## config.mk

```make
export PLATFORM = sky130hd
export DESIGN_NAME = tmr_unit
export DESIGN_NICKNAME = d
export VERILOG_FILES = /design/src/rtl/tmr_pkg.sv /design/src/rtl/tmr_prescaler.sv /design/src/rtl/tmr_channel.sv /design/src/rtl/tmr_irq_ctl.sv /design/src/rtl/tmr_unit.sv
export SDC_FILE = /design/constraint.sdc
export NUM_CORES = 1
export LEC_CHECK = 0
export BUFFER_PORTS_ARGS = -buffer_cell sky130_fd_sc_hd__buf_4
export CAP_MARGIN = 10
export CORE_MARGIN = 2
export CORE_UTILIZATION = 35
export CTS_CLUSTER_DIAMETER = 150
export DETAILED_ROUTE_END_ITERATION = 6
export HOLD_SLACK_MARGIN = 0.12
export REMOVE_ABC_BUFFERS = 1
export SLEW_MARGIN = 20
export SYNTH_ARGS = -nofsm -noshare
export SYNTH_HDL_FRONTEND = slang
export SYNTH_SLANG_ARGS = --single-unit
```

## constraint.sdc

```tcl
create_clock -name clk -period 4.2 [get_ports clk]
set_clock_uncertainty 0.2 [all_clocks]
set_input_delay 0.42 -clock clk [delete_from_list [all_inputs] [get_ports clk]]
set_output_delay 0.42 -clock clk [all_outputs]
set_load 0.05 [all_outputs]
```

## src/rtl/tmr_pkg.sv

```systemverilog
package tmr_pkg;
  typedef struct packed {
    logic       en;
    logic       periodic;
    logic [1:0] rsv;
    logic [1:0] psc;
    logic       wide;
    logic       oneshot;
  } ctl_t;

  localparam logic [7:0] CTL_RW_MASK = 8'hCF;

  typedef enum logic [1:0] {W_LOAD = 2'd0, W_CUR = 2'd1, W_CTL = 2'd2, W_BG = 2'd3} ch_word_e;
  typedef enum logic [1:0] {S_MASK = 2'd0, S_RAW = 2'd1, S_MIS = 2'd2, S_CLR = 2'd3} sh_word_e;
endpackage

```

## src/rtl/tmr_prescaler.sv

```systemverilog
module tmr_prescaler #(
  parameter int PSC_W = 8
) (
  input  logic       clk,
  input  logic       rst,
  input  logic       run,
  input  logic       restart,
  input  logic [1:0] sel,
  output logic       tick
);
  localparam logic [PSC_W-1:0] LIM16  = PSC_W'(15);
  localparam logic [PSC_W-1:0] LIM256 = PSC_W'(255);

  logic [PSC_W-1:0] cnt, lim;

  always_comb begin
    case (sel)
      2'b00:   lim = '0;
      2'b01:   lim = LIM16;
      default: lim = LIM256;
    endcase
  end

  assign tick = run && !restart && (cnt == lim);

  always_ff @(posedge clk) begin
    if (rst || restart || !run || tick) cnt <= '0;
    else                                cnt <= cnt + PSC_W'(1);
  end


  psc_gap_chk: assert property (@(posedge clk) disable iff (rst)
    (tick && sel != 2'b00 && !restart) |=> !tick);
endmodule

```

## src/rtl/tmr_channel.sv

```systemverilog
module tmr_channel
  import tmr_pkg::*;
#(
  parameter int CNT_W = 32,
  parameter int PSC_W = 8
) (
  input  logic             clk,
  input  logic             rst,
  input  logic             ld_we,
  input  logic             bg_we,
  input  logic             ctl_we,
  input  logic [CNT_W-1:0] wdata,
  output logic [CNT_W-1:0] cur_rd,
  output logic [CNT_W-1:0] bg_rd,
  output ctl_t             ctl_rd,
  output logic             evt
);
  localparam int HALF = CNT_W / 2;

  logic [CNT_W-1:0] cnt_q, bg_q, wmask, cnt_val, cnt_nxt;
  ctl_t             ctl_q;
  logic             run, tick;

  assign wmask   = ctl_q.wide ? {CNT_W{1'b1}} : {{(CNT_W-HALF){1'b0}}, {HALF{1'b1}}};
  assign cnt_val = cnt_q & wmask;
  assign run     = ctl_q.en && !(ctl_q.oneshot && cnt_val == '0);

  tmr_prescaler #(.PSC_W(PSC_W)) u_psc (
    .clk(clk), .rst(rst), .run(run), .restart(ld_we | ctl_we),
    .sel(ctl_q.psc), .tick(tick)
  );

  always_comb begin
    if (cnt_val != '0)      cnt_nxt = cnt_val - CNT_W'(1);
    else if (ctl_q.periodic) cnt_nxt = bg_q & wmask;
    else                     cnt_nxt = wmask;
  end

  assign evt = tick && (cnt_val == CNT_W'(1));

  always_ff @(posedge clk) begin
    if (rst) begin
      cnt_q <= '0;
      bg_q  <= '0;
      ctl_q <= '0;
    end else begin
      if (ld_we) begin
        cnt_q <= wdata;
        bg_q  <= wdata;
      end else begin
        if (tick)  cnt_q <= cnt_nxt;
        if (bg_we) bg_q  <= wdata;
      end
      if (ctl_we) ctl_q <= ctl_t'(wdata[7:0] & CTL_RW_MASK);
    end
  end

  assign cur_rd = cnt_val;
  assign bg_rd  = bg_q;
  assign ctl_rd = ctl_q;


  load_chk: assert property (@(posedge clk) disable iff (rst)
    ld_we |=> (cnt_q == $past(wdata) && bg_q == $past(wdata)));

  dec_step_chk: assert property (@(posedge clk) disable iff (rst)
    (tick && cnt_val != '0 && !ld_we && !ctl_we) |=> (cnt_val == $past(cnt_val) - CNT_W'(1)));

  hold_chk: assert property (@(posedge clk) disable iff (rst)
    (!tick && !ld_we) |=> (cnt_q == $past(cnt_q)));

  oneshot_hold_chk: assert property (@(posedge clk) disable iff (rst)
    (ctl_q.oneshot && cnt_val == '0 && !ld_we && !ctl_we) |=> (cnt_val == '0));
endmodule

```

## src/rtl/tmr_irq_ctl.sv

```systemverilog
module tmr_irq_ctl #(
  parameter int NUM_CH = 4
) (
  input  logic              clk,
  input  logic              rst,
  input  logic [NUM_CH-1:0] evt,
  input  logic              mask_we,
  input  logic              clr_we,
  input  logic [NUM_CH-1:0] wdata,
  output logic [NUM_CH-1:0] mask_q,
  output logic [NUM_CH-1:0] raw_q,
  output logic              irq
);
  logic [NUM_CH-1:0] clr_bits;
  assign clr_bits = clr_we ? wdata : '0;

  always_ff @(posedge clk) begin
    if (rst) begin
      mask_q <= '0;
      raw_q  <= '0;
      irq    <= 1'b0;
    end else begin
      if (mask_we) mask_q <= wdata;
      raw_q <= (raw_q & ~clr_bits) | evt;
      irq   <= |(raw_q & mask_q);
    end
  end


  evt_set_chk: assert property (@(posedge clk) disable iff (rst)
    (|evt) |=> ((raw_q & $past(evt)) == $past(evt)));

  w1c_chk: assert property (@(posedge clk) disable iff (rst)
    clr_we |=> ((raw_q & $past(wdata & ~evt)) == '0));
endmodule

```

## src/rtl/tmr_unit.sv

```systemverilog
module tmr_unit
  import tmr_pkg::*;
#(
  parameter int NUM_CH = 4,
  parameter int CNT_W  = 32,
  parameter int PSC_W  = 8,
  parameter int ADDR_W = 7
) (
  input  logic              clk,
  input  logic              rst,
  input  logic [ADDR_W-1:0] bus_addr,
  input  logic [CNT_W-1:0]  bus_wdata,
  input  logic              bus_we,
  input  logic              bus_re,
  output logic [CNT_W-1:0]  bus_rdata,
  output logic              irq
);
  localparam int BLK_W = ADDR_W - 4;

  logic [BLK_W-1:0]  blk;
  logic [1:0]        wd;
  logic [1:0]        unused_lsb;
  logic [NUM_CH-1:0] evt, mask_q, raw_q;
  logic [CNT_W-1:0]  cur_rd [NUM_CH];
  logic [CNT_W-1:0]  bg_rd  [NUM_CH];
  ctl_t              ctl_rd [NUM_CH];
  logic [CNT_W-1:0]  rd_mux;

  assign blk        = bus_addr[ADDR_W-1:4];
  assign wd         = bus_addr[3:2];
  assign unused_lsb = bus_addr[1:0];

  for (genvar i = 0; i < NUM_CH; i++) begin : g_ch
    logic sel;
    assign sel = (blk == BLK_W'(i + 1));
    tmr_channel #(.CNT_W(CNT_W), .PSC_W(PSC_W)) u_ch (
      .clk(clk), .rst(rst),
      .ld_we (bus_we && sel && wd == W_LOAD),
      .bg_we (bus_we && sel && wd == W_BG),
      .ctl_we(bus_we && sel && wd == W_CTL),
      .wdata(bus_wdata),
      .cur_rd(cur_rd[i]), .bg_rd(bg_rd[i]), .ctl_rd(ctl_rd[i]),
      .evt(evt[i])
    );
  end

  tmr_irq_ctl #(.NUM_CH(NUM_CH)) u_irq (
    .clk(clk), .rst(rst), .evt(evt),
    .mask_we(bus_we && blk == '0 && wd == S_MASK),
    .clr_we (bus_we && blk == '0 && wd == S_CLR),
    .wdata(bus_wdata[NUM_CH-1:0]),
    .mask_q(mask_q), .raw_q(raw_q), .irq(irq)
  );

  always_comb begin
    rd_mux = '0;
    if (blk == '0) begin
      case (wd)
        S_MASK:  rd_mux = CNT_W'(mask_q);
        S_RAW:   rd_mux = CNT_W'(raw_q);
        S_MIS:   rd_mux = CNT_W'(raw_q & mask_q);
        default: rd_mux = '0;
      endcase
    end else begin
      for (int i = 0; i < NUM_CH; i++) begin
        if (blk == BLK_W'(i + 1)) begin
          case (wd)
            W_CUR:   rd_mux = cur_rd[i];
            W_CTL:   rd_mux = CNT_W'(ctl_rd[i]);
            default: rd_mux = bg_rd[i];
          endcase
        end
      end
    end
  end

  always_ff @(posedge clk) begin
    if (rst)         bus_rdata <= '0;
    else if (bus_re) bus_rdata <= rd_mux;
  end
endmodule

```

==> flow_metrics.py <==
metrics = {
    "status": {
        "outcome": "complete, but fails checks",
        "violations": "design-rule violations",
    },
    "setup_path": {
        "critPathMaxFanout": 14,
        "cp.arrival_ns": 3.95,
        "r2r_end": "g_ch[0].u_ch.cnt_q[27]",
        "endpoint_kind": "flip-flop",
        "critPathLaunch": "g_ch[0].u_ch.cnt_q[16]",
        "critPathRequiredTime_ns": 4.41,
        "regToRegSetupSlack_ns": 0.46,
        "cp-start-kind": "flip-flop",
        "critPathKind": "flip-flop to flip-flop",
        "rr_startpoint": "g_ch[0].u_ch.cnt_q[16]",
        "reg2reg_depth": 8,
    },
    "yosys": {
        "ys_seq_elements": 353,
        "synth_top_family_by_area": "compound AO/OA/AOI/OAI gates",
        "synth_compound_area_frac": 0.290,
        "synth_area_um2": 20500,
        "synth_flop_cell": "dfxtp_1",
        "synth.distinct_cells": 83,
        "async_flop_share": 0,
        "netlist_instances": 2798,
        "seq_area_frac_synth": 0.345,
        "syn_area_per_cell_um2": 7.32,
        "synth-simple-area-share": 0.257,
        "synth_edf_count": 0,
        "synthMuxAreaShare": 0.00715,
        "synth_warnings": 0,
        "synthAdderAreaFrac": 0.00977,
        "yosys.area_share.xor_xnor": 0.0295,
    },
    "power_and_ir_drop": {
        "power_uw": 8530,
        "p_leak_uw": 0.00817,
        "ir_drop_mv": 0.254,
        "p_clk_frac": 0.435,
        "netSwitchingPower_uw": 2520,
        "comb_power_share": 0.160,
        "power_density_nw_per_um2": 364,
        "p_seq_frac": 0.405,
        "p_int_uw": 6010,
        "switching_share": 0.295,
    },
    "route": {
        "drc": 1,
        "vias": 22176,
        "drt_pass1_iterations": 7,
        "route.final.wire_length_mm": 83.9,
        "vias_per_cell": 6.22,
        "ant_nets": 0,
        "drtIter0Drc": 2551,
        "wl_per_cell_um": 23.5,
    },
    "placement": {
        "dp_cells": 3461,
        "portBuffers": 73,
        "hpwlAfterDp_mm": 57.3,
        "dpl_cell_area_um2": 21700,
        "globalplace.congestion": 0.969,
    },
    "run": {
        "maxCapViolCount": 0,
    },
    "timing": {
        "tns_ns": 0,
        "fmax_mhz": 267,
        "worst_pin_slew_ns": 0.983,
        "fin_crit_sh": 0.891,
        "final-setup-viol-count": 0,
        "finalHoldViolations": 0,
        "slew_viol_final": 0,
        "rsz0062_at_grt": "false",
        "slew_headroom": 0.343,
        "min_period_ns": 3.74,
    },
    "clock_tree": {
        "postCtsSetupRepairBufs": 0,
        "cts.htree.levels": 2,
        "clock_path_buffers": 3,
        "cts_resized": 0,
        "clkLatencyLatePin_ns": 0.58,
        "clock_sinks": 353,
        "clk_pin_slew_ns": 0.06,
        "cts_tree": "built",
        "cts_hold_buffers": 35,
        "clock-root-buffer": "clkbuf_16",
        "numCtsBuffers": 42,
    },
    "floorplanning": {
        "start_util": 0.354,
        "die_w_um": 246,
        "rows": 88,
        "core_um2": 57800,
        "dieArea_um2": 60500,
        "num_io_pins": 76,
        "die_y_um": 246,
    },
    "layout": {
        "fin_nets": 2834,
        "fillers": 5956,
        "antenna_cells": 0,
        "design_area_um2": 23400,
        "instances_no_fill": 3566,
        "area_delta_synth_final_pct": 14.3,
        "drive_above_1_share": 0.0971,
        "post-route-util": 0.405,
    },
    "min_path": {
        "hold_class": "input port to flip-flop",
        "hold_start": "bus_addr[6]",
        "worstHoldPathCells": 4,
        "hold_end": "bus_rdata[2]",
    },
    "grt": {
        "grt_usage": 0.271,
        "grt_pass1_wl_mm": 127,
        "grt_pass1_vias": 20726,
        "grt_max_degree": 107,
        "antenna_found_initial": 1,
        "overflow": 0,
    },
}
## cell usage after synthesis, drive strengths merged, types with 6 or more instances
cell | instances | area, µm²
or4 | 38 | 297
and4 | 6 | 52.6
nor3b | 7 | 52.6
o311ai | 25 | 219
nor4 | 47 | 315
a311oi | 14 | 123
inv | 36 | 135
nor2 | 275 | 1040
o21ai | 126 | 631
nor3 | 100 | 505
nand3 | 66 | 335
o22ai | 38 | 238
and2 | 7 | 43.8
and3 | 26 | 163
mux2i | 9 | 90.1
nand3b | 7 | 52.6
a21o | 12 | 90.1
nand4 | 12 | 81.3
a31oi | 44 | 275
o221ai | 33 | 289
a22o | 12 | 105
xnor2 | 36 | 315
o31ai | 29 | 218
o311a | 9 | 90.1
nand2 | 472 | 1780
nor2b | 24 | 150
a22oi | 47 | 353
ha | 16 | 200
nand2b | 28 | 175
o21a | 6 | 45.0
xor2 | 33 | 289
a221oi | 68 | 596
a21oi | 292 | 1460
a221o | 7 | 70.1
a2111oi | 10 | 121
dfxtp | 353 | 7070
or3 | 22 | 138
buf | 38 | 214
o211ai | 27 | 203
a211oi | 39 | 293
clkbuf | 234 | 901
## cell families after synthesis
family	Yosys count
adders and majority gates	16
and+or+nand+nor	1148
muxes	12
DFF	353
AOI/OAI and AO/OA	891
buffers and inverters	309
xor gates and xnor gates	69
## worst max-delay path by stage
stage                             end  slack, ns  cells past startpoint
2_1_floorplan           bus_rdata[16]      -0.37                      8
3_3_place_gp    g_ch[1].u_ch.cnt_q[5]       0.63                      7
3_5_place_dp   g_ch[0].u_ch.cnt_q[27]       0.55                      8
4_1_cts        g_ch[0].u_ch.cnt_q[27]       0.55                      8
5_1_grt        g_ch[0].u_ch.cnt_q[27]       0.35                      8
6_report       g_ch[0].u_ch.cnt_q[27]       0.46                      8
## cell usage in the layout (no fill, tap or decap), types with 36 or more instances in the layout
master     instances
a211oi_1          39
a21oi_1          292
a221oi_1          68
a22oi_1           47
a31oi_1           44
buf_4            164
clkbuf_16         43
dfxtp_1          353
nand2_1          471
nand3_1           65
nor2_1           269
nor3_1            98
nor4_1            44
o21ai_0          125
o22ai_1           38
xnor2_1           36
## critical path: stages, from the launching register on
cell and delay [ns]:
dfxtp_1 0.39, or4_4 0.60, or4_4 0.57, o41ai_4 0.21
buf_4 0.21, nand4_2 0.20, nand2_1 0.57, a31oi_1 0.09
a2111oi_0 0.54
## registers in the layout, summed over array words and instances (netlist names)
name / count
g_ch.u_ch.bg_rd: 128
g_ch.u_ch.cnt_q: 128
bus_rdata: 32
g_ch.u_ch.u_psc.cnt: 32
g_ch.u_ch.ctl_rd: 24
u_irq.mask_q: 4
u_irq.raw_q: 4
u_irq.irq: 1
## layout make-up
class / instances / area (µm²) / share of cell area
Multi-Input combinational cell: 2136 / 12200 / 0.521
Sequential cell: 353 / 7070 / 0.302
Timing Repair Buffer: 205 / 1700 / 0.0724
Clock buffer: 62 / 1260 / 0.0537
Tap cell: 765 / 957 / 0.0409
Inverter: 37 / 140 / 0.00598
Clock inverter: 8 / 96.3 / 0.00411
## through the flow
step                      setup WS [ns]  hold slack, ns
after floorplan                  -0.366           0.230
after global placement            0.626           0.243
after detailed placement          0.546           0.259
after CTS                         0.549           0.172
after global routing              0.348           0.210
final                             0.460           0.223
## power groups by stage
| stage | clock (µW) | sequential (µW) | combinational, µW |
|---|---|---|---|
| finish | 3710 | 3460 | 1370 |
| floorplan | 0 | 3540 | 682 |
| detailed placement | 0 | 3530 | 1300 |
| global placement | 0 | 3530 | 1290 |
| global route | 3900 | 3460 | 1460 |
| CTS | 3770 | 3460 | 1330 |
## routing by layer
metal / vias to the layer above / routed length, µm / GRT usage
met5: - / 0 / 0
met4: 0 / 4270 / 0.138
met3: 207 / 6800 / 0.0384
met2: 1114 / 36700 / 0.417
met1: 10673 / 36200 / 0.369
li1: 10182 / - / -
(Power assumes the default switching activity.)
